<file path="config.mk">
export PLATFORM = sky130hd
export DESIGN_NAME = pwrseq_top
export DESIGN_NICKNAME = d
export VERILOG_FILES = /design/src/rtl/pwrseq_pkg.sv /design/src/rtl/pwrseq_sync.sv /design/src/rtl/pwrseq_fsm.sv /design/src/rtl/pwrseq_strap.sv /design/src/rtl/pwrseq_top.sv
export SDC_FILE = /design/constraint.sdc
export NUM_CORES = 1
export LEC_CHECK = 0
export BUFFER_PORTS_ARGS = -buffer_cell sky130_fd_sc_hd__buf_2
export CAP_MARGIN = 15
export CELL_PAD_IN_SITES_DETAIL_PLACEMENT = 0
export CELL_PAD_IN_SITES_GLOBAL_PLACEMENT = 1
export CORE_MARGIN = 2
export CORE_UTILIZATION = 39
export DETAILED_ROUTE_END_ITERATION = 7
export PLACE_DENSITY = 0.76
export SKIP_CTS_REPAIR_TIMING = 1
export SYNTH_ARGS = -nofsm -noshare
export SYNTH_HDL_FRONTEND = slang
export SYNTH_SLANG_ARGS = --single-unit
</file>
<file path="constraint.sdc">
create_clock -name clk -period 2.1 [get_ports clk]
set_clock_uncertainty 0.2 [all_clocks]
set_input_delay 0.42 -clock clk [delete_from_list [all_inputs] [get_ports clk]]
set_output_delay 0.42 -clock clk [all_outputs]
set_load 0.01 [all_outputs]
</file>
<file path="src/rtl/pwrseq_pkg.sv">
package pwrseq_pkg;

    localparam int unsigned STRAP_W = 3;

    typedef enum logic [2:0] {
        ST_IDLE   = 3'd0,
        ST_DELAY1 = 3'd1,
        ST_SAMPLE = 3'd2,
        ST_DELAY2 = 3'd3,
        ST_RUN    = 3'd4
    } seq_state_e;

    typedef struct packed {
        logic               valid;
        logic [STRAP_W-1:0] bits;
    } strap_t;

    function automatic int unsigned cnt_width(input int unsigned a, input int unsigned b);
        int unsigned m;
        m = (a > b) ? a : b;
        return (m < 2) ? 1 : $clog2(m + 1);
    endfunction

endpackage

</file>
<file path="src/rtl/pwrseq_sync.sv">
module pwrseq_sync #(
    parameter int unsigned STAGES = 2
) (
    input  logic clk,
    input  logic rst,
    input  logic pin_n,
    output logic low_qual
);
    logic [STAGES-1:0] chain;
    logic              synced;
    logic              prev;

    always_ff @(posedge clk) begin
        if (rst) begin
            chain <= '1;
            prev  <= 1'b1;
        end else begin
            chain <= {chain[STAGES-2:0], pin_n};
            prev  <= synced;
        end
    end

    assign synced   = chain[STAGES-1];
    assign low_qual = !synced && !prev;

endmodule

</file>
<file path="src/rtl/pwrseq_fsm.sv">
module pwrseq_fsm
    import pwrseq_pkg::*;
#(
    parameter int unsigned SETTLE_CYCLES = 3580,
    parameter int unsigned ENABLE_CYCLES = 14318
) (
    input  logic       clk,
    input  logic       rst,
    input  logic       start,
    output seq_state_e state,
    output logic       sample,
    output logic       running
);
    localparam int unsigned CW = cnt_width(SETTLE_CYCLES, ENABLE_CYCLES);
    localparam logic [CW-1:0] SETTLE_LAST = CW'(SETTLE_CYCLES - 1);
    localparam logic [CW-1:0] ENABLE_LAST = CW'(ENABLE_CYCLES - 1);

    seq_state_e    state_nx;
    logic [CW-1:0] cnt, cnt_nx;

    always_comb begin
        state_nx = state;
        cnt_nx   = cnt;
        unique case (state)
            ST_IDLE: begin
                if (start) begin
                    state_nx = ST_DELAY1;
                    cnt_nx   = '0;
                end
            end
            ST_DELAY1: begin
                if (cnt == SETTLE_LAST) begin
                    state_nx = ST_SAMPLE;
                    cnt_nx   = '0;
                end else begin
                    cnt_nx = cnt + 1'b1;
                end
            end
            ST_SAMPLE: begin
                state_nx = ST_DELAY2;
                cnt_nx   = '0;
            end
            ST_DELAY2: begin
                if (cnt == ENABLE_LAST) begin
                    state_nx = ST_RUN;
                    cnt_nx   = '0;
                end else begin
                    cnt_nx = cnt + 1'b1;
                end
            end
            ST_RUN:  state_nx = ST_RUN;
            default: state_nx = ST_IDLE;
        endcase
    end

    always_ff @(posedge clk) begin
        if (rst) begin
            state <= ST_IDLE;
            cnt   <= '0;
        end else begin
            state <= state_nx;
            cnt   <= cnt_nx;
        end
    end

    assign sample  = (state == ST_SAMPLE);
    assign running = (state == ST_RUN);

    // idle is left only on a qualified low from the synchroniser
    a_r2_idle_wait: assert property (@(posedge clk) disable iff (rst)
        (state == ST_IDLE && !start) |=> (state == ST_IDLE));

    // the run state is left only by reset
    a_r6_run_sticky: assert property (@(posedge clk) disable iff (rst)
        (state == ST_RUN) |=> (state == ST_RUN));

    // once started, the sequence never falls back to idle
    a_r7_no_abort: assert property (@(posedge clk) disable iff (rst)
        (state != ST_IDLE) |=> (state != ST_IDLE));

endmodule

</file>
<file path="src/rtl/pwrseq_strap.sv">
module pwrseq_strap
    import pwrseq_pkg::*;
(
    input  logic               clk,
    input  logic               rst,
    input  logic               load,
    input  logic [STRAP_W-1:0] pins,
    output strap_t             held
);
    always_ff @(posedge clk) begin
        if (rst) begin
            held <= '0;
        end else if (load) begin
            held.valid <= 1'b1;
            held.bits  <= pins;
        end
    end

    // the straps are captured a single time per sequence
    a_r4_sample_once: assert property (@(posedge clk) disable iff (rst)
        load |-> !held.valid);

endmodule

</file>
<file path="src/rtl/pwrseq_top.sv">
module pwrseq_top
    import pwrseq_pkg::*;
#(
    parameter int unsigned SETTLE_CYCLES = 3580,
    parameter int unsigned ENABLE_CYCLES = 14318,
    parameter int unsigned SYNC_STAGES   = 2
) (
    input  logic               clk,
    input  logic               rst,
    input  logic               pwrgd_n,
    input  logic [STRAP_W-1:0] fs_pins,
    output logic [STRAP_W-1:0] fs_latched,
    output logic               fs_valid,
    output logic               out_en
);
    logic       low_qual;
    logic       sample;
    logic       running;
    seq_state_e state;
    strap_t     held;

    pwrseq_sync #(.STAGES(SYNC_STAGES)) u_sync (
        .clk      (clk),
        .rst      (rst),
        .pin_n    (pwrgd_n),
        .low_qual (low_qual)
    );

    pwrseq_fsm #(
        .SETTLE_CYCLES (SETTLE_CYCLES),
        .ENABLE_CYCLES (ENABLE_CYCLES)
    ) u_fsm (
        .clk     (clk),
        .rst     (rst),
        .start   (low_qual),
        .state   (state),
        .sample  (sample),
        .running (running)
    );

    pwrseq_strap u_strap (
        .clk  (clk),
        .rst  (rst),
        .load (sample),
        .pins (fs_pins),
        .held (held)
    );

    assign fs_latched = held.bits;
    assign fs_valid   = held.valid;
    assign out_en     = running;

    // the enable never precedes the strap capture
    a_r5_enable_after_valid: assert property (@(posedge clk) disable iff (rst)
        out_en |-> fs_valid);

    // the captured straps hold once valid
    a_r4_strap_hold: assert property (@(posedge clk) disable iff (rst)
        fs_valid |=> (fs_valid && $stable(fs_latched)));

    // the enable stays up until reset
    a_r6_enable_sticky: assert property (@(posedge clk) disable iff (rst)
        out_en |=> out_en);

endmodule

</file>
# Yosys cells after proc, flatten, opt, wreduce, memory -nomap -nowiden
# Index checks and enable logic that the tools add are counted.
[op_classes]
n_addsub = 1
n_eq_ne = 9
n_mux = 8
reduce_logical = 7
[ops]
columns = ["op", "n"]
rows = [
  ["one-hot mux 14 bit (4 select lines)", 1],
  ["2-to-1 mux 14 bit", 3],
  ["one-hot mux 3 bit (5 select lines)", 1],
  ["adder 14 x 1 -> 14 bit (second input constant)", 1],
  ["equality test 14 x 12 -> 1 bit (second input constant)", 1],
  ["equality test 14 bit (second input constant)", 1],
  ["2-to-1 mux 3 bit", 3],
  ["equality test 3 x 2 -> 1 bit (second input constant)", 2],
  ["!= test 2 x 1 -> 1 bit (second input constant)", 2],
  ["nonzero test 4 bit", 1],
  ["equality test 3 x 1 -> 1 bit (second input constant)", 1],
  ["equality test 3 bit (second input constant)", 1],
  ["zero test 3 bit", 1],
  ["AND reduction 3 bit", 1],
  ["zero test 1 bit", 2],
  ["!= test 2 bit (second input constant)", 1],
  ["AND reduction 2 bit", 1],
  ["logical AND 1 bit", 1],
]
[word_totals]
reg_bits = 24
output_inout_bits = 5

# Depth between registers and ports, before layout
[logic_depth]
depth_word = 4
ltp_mapped = 8

# Cells and area by module
# Synthesis repeated with hierarchy kept, for this count alone.
[hier_totals]
cells_unflattened = 135
hier_area_um2 = 1213.7
[by_module_without_submodules]
columns = ["module", "n_inst", "cells_per_inst", "area_per_inst_um2"]
rows = [
  ["pwrseq_fsm", 1, 116, 1002.2],
  ["pwrseq_strap", 1, 12, 128.9],
  ["pwrseq_sync", 1, 7, 82.6],
]

# Worst setup path after synthesis
# Ideal clock, no wire load.
[synth_timing]
kind = "register to register"
startpoint = "register u_fsm.cnt[0]"
endpoint = "register u_fsm.cnt[11]"
setup_ns = 0.129
arrival_time_ns = 1.674
path_slack_ns = 0.097
path_stages_with_launch = 8
n_path_buf = 1
synth_period_minus_slack_ns = 2.003
cell_sequence = "dfxtp_1 -> ha_1 -> or3b_1 -> nor4_4 -> o2bb2ai_2 -> buf_6 -> a31oi_1 -> a31oi_1"
[synth_via]
elab_chain_len = 3
[synth_lines]
columns = ["item", "line_no", "text"]
rows = [
  ["from (decl)", "pwrseq_fsm.sv:19", "logic [CW-1:0] cnt, cnt_nx;"],
  ["from (signal assigned)", "pwrseq_fsm.sv:62", "cnt <= cnt_nx;"],
  ["adder 14 x 1 -> 14 bit (tied with other cells)", "pwrseq_fsm.sv:36, pwrseq_fsm.sv:48", ""],
  ["2-to-1 mux 14 bit (on tied branches)", "pwrseq_fsm.sv:44, pwrseq_fsm.sv:32", ""],
  ["one-hot mux 14 bit (4 select lines) *", "pwrseq_fsm.sv:24", "unique case (state)"],
]
# Every way passes the cells marked *; elsewhere a longest branch is shown, timed or not.
# A chain may end at the register's enable or synchronous reset.

# Final worst setup path
[layout_timing]
startpoint = "register u_fsm.cnt[4]"
endpoint = "register u_fsm.cnt[4]"
# The elaborated chain is that of the path after synthesis.

==> impl_results.md <==
* Outcome: finished, final reports clean
* Worst skew pair latency at 0.32 ns
* Number of I/O port buffers at 10
* Synth warn at 0
* Clk sink count at 24
* Global-route wire length before repair at between 4000 and 5000 um
* Reg2Reg Depth at 5
* Cell Count Post-Placement at 178
* TritonCTS Buffers at 3
* Tmin final at 2.03 ns
* Post-synth EDFFs at 0
* Buffers & Inverters on Critical Path at 0
* Synthesis-stage register bit count at 24
* IO Pins at 11
* Worst vdd ir at 0.514 mV
* Worst path slowest cell: nor4bb_1
* Routed via count at 1,045
* Post-synth top area share at 41.1%
* Yosys cell types at 34
* Remaining DRCs at 0
* Average wire per standard cell at 13.9 um
* LEAKAGE at 0.499 nW
* Fraction of registers with async set or reset after synthesis at 0%
* Mapped Avg Cell Area at 8.67 um^2
* Sequential share of the synthesized area at around two fifths
* TritonCTS clock tree: done
* Total of max-cap violations at 0
* M1 GR Usage at ~20%
* Die Ht at between 50 and 60 um
* Slew Viols, Final at 0
* Period utilization at 96.7%
* Vias per std cell at 5.65
* Crit start category: register
* Root Driver: clkbuf_4
* All-Layer GR Usage at between 10% and 20%
* Family with the most delay on the worst path: compound AO/OA/AOI/OAI gates
* Worst slew pin tran at 0.670 ns
* Crit Reg-Reg Startpoint: u_fsm.cnt[4]
* Hold Path Origin: pwrgd_n
* Final Util at 50.8%
* DRT iter0 DRCs at 30
* Synthesized Nets at 143
* PD cells at 576 nW/um^2
* Hold Vio Cnt, Final at 0
* GR Overflow Total at 0
* Post-Syn Area at 1170 um^2
* # diodes at 0
* WP depth at 5
* CP Capture Type: register
* Post-Syn Instances at 135
* # setup viols final at 0
* DRT Wirelength at roughly 2600 um
* Top Usage Layer GRT: met2
* Chip width at about 60 um
* Maximum buffer depth of the clock tree at 2
* H-Tree Level Count at 1
* Hold Path Depth at 2
* Reg clk slew, reported paths at 0.14 ns
* CP arrival at 2.05 ns
* Global Route met2 Usage at ~26%
* Floorplan core area at 2810 um^2
* Final #Nets at 163
* Reg-to-Reg End: u_fsm.cnt[4]
* Top cells by count, synth: dfxtp_1 (24), nand2_1 (15), nor2_1 (11)
* Fmax at 493 MHz
* Final hold slack at 0.0746 ns
* Largest net degree at the start of global routing at 16
* Vias in the first global route at 947
* Hold Path End: u_sync.chain[0]
* Gpl congestion at around 0.8
* Min-Delay Path Class: input port to register
* Starting density of the core at 41.7%
* Critical Path Max Stage Delay at 0.56 ns
* Synth top area cells: dfxtp_1 (41%), a31oi_1 (4.8%), nand2_1 (4.8%)
* Met3 Resource Use GR at 4.62%
* Drt pass-1 iters at 4
* Yosys top cell by area: dfxtp_1
* # rows at 19
* Detail Placement HPWL at 1770 um
* Critical path, cell by cell: nor4bb_1 > a41oi_4 > o2bb2ai_4 > a41oi_1 > a31oi_1
* Worst Path Max Fanout at 7
* Initial antenna violation count at 0
* Routed Antenna Nets at 0
* Relative slew slack at 54.8%
* Non-filler cells, final at 185
* Area growth syn-to-layout at 21.9%
* Crit path kind: register to register
* Top_reg_cell synth: dfxtp_1
* Share of cells above drive strength 1 at 24.0%
* Die area at about 3500 um^2
* Count leader, synth: dfxtp_1
* Reg2reg setup slack at 0.07 ns
* CP required at roughly 2.1 ns
-- worst reg2reg max path, stage by stage, from the launching register on --
cell,delay (ns)
dfxtp_1,0.40
nor4bb_1,0.56
a41oi_4,0.27
o2bb2ai_4,0.22
a41oi_1,0.23
a31oi_1,0.06
-- per-stage QoR --
step	total power, mW	TNS, ns	worst slack (ns)	cell area [um^2]
floorplan	0.483	0	0.0969	1170
global placement	0.492	0	0.0244	1290
detailed placement	0.493	-0.151	-0.0533	1290
CTS	0.835	-0.455	-0.0948	1350
global route	0.858	-0.0952	-0.0468	1430
finish	0.821	0	0.0699	1430
-- worst max path at each step --
| stage | from | end | slack [ns] |
|---|---|---|---|
| 3_5_place_dp | u_fsm.cnt[0] | u_fsm.cnt[4] | -0.05 |
| 5_1_grt | u_fsm.cnt[1] | u_fsm.cnt[4] | -0.05 |
| 2_1_floorplan | u_fsm.cnt[0] | u_fsm.cnt[11] | 0.1 |
| 6_report | u_fsm.cnt[4] | u_fsm.cnt[4] | 0.07 |
| 3_3_place_gp | u_fsm.cnt[0] | u_fsm.cnt[4] | 0.02 |
| 4_1_cts | u_fsm.cnt[0] | u_fsm.cnt[4] | -0.09 |
-- power by group --
| group | internal (mW) | switching (mW) | total (mW) |
|---|---|---|---|
| combinational | 0.0105 | 0.0129 | 0.0235 |
| clock | 0.193 | 0.145 | 0.338 |
| sequential | 0.458 | 0.00131 | 0.460 |
| total | 0.662 | 0.159 | 0.821 |
-- per-layer routing --
layer  share of wire [%]  vias up
met5                   0        -
met4                 1.2        0
met3                 4.7        4
met2                  48       22
met1                  46      493
li1                    -      526
-- sequential cells by signal, summed over array words and instances (netlist names) --
name and cells:
u_fsm.cnt 14, u_strap.held 4, u_fsm.state 3, u_sync.chain 2, u_sync.prev 1
-- final cells by class --
class | instances | area [um^2]
Clock buffer | 3 | 22.5
Clock inverter | 1 | 30.0
Fill cell | 273 | 1380
Inverter | 4 | 15.0
Multi-Input combinational cell | 100 | 698
Sequential cell | 24 | 482
Tap cell | 31 | 38.8
Timing Repair Buffer | 22 | 140
-- cells by family (layout without fill, tap and decap cells) --
| group | Yosys count | after routing | share of synthesized area, % |
|---|---|---|---|
| multiplexers | 3 | 3 | 2.57 |
| buffers and inverters | 12 | 30 | 4.81 |
| flip-flops | 24 | 24 | 41.1 |
| AO/OA/AOI/OAI | 31 | 32 | 18.3 |
| adder cells (fa/ha/maj) | 2 | 2 | 2.14 |
| AND/OR/NAND/NOR | 59 | 59 | 28.1 |
| XOR/XNOR | 4 | 4 | 2.99 |
-- cells in the final DEF, fill, tap and decap left out --
cell / count
a211oi_1: 1
a21oi_1: 7
a2bb2oi_4: 1
a31oi_1: 9
a41oi_1: 1
a41oi_4: 1
and2_1: 1
and4_1: 3
buf_2: 10
buf_4: 12
bufinv_16: 1
clkbuf_4: 3
dfxtp_1: 23
dfxtp_2: 1
ha_1: 2
inv_1: 4
mux2i_1: 3
nand2_1: 15
nand2b_1: 4
nand3_1: 7
nand4_1: 3
nor2_1: 11
nor2b_1: 2
nor3_1: 2
nor3b_1: 3
nor4_4: 1
nor4bb_1: 1
nor4bb_4: 1
o21ai_0: 6
o22ai_1: 2
o2bb2ai_2: 1
o2bb2ai_4: 1
o31a_1: 1
o32ai_1: 1
or2_2: 4
or3b_1: 1
xor2_1: 4
Note: power is estimated with default switching activity, not from simulation.
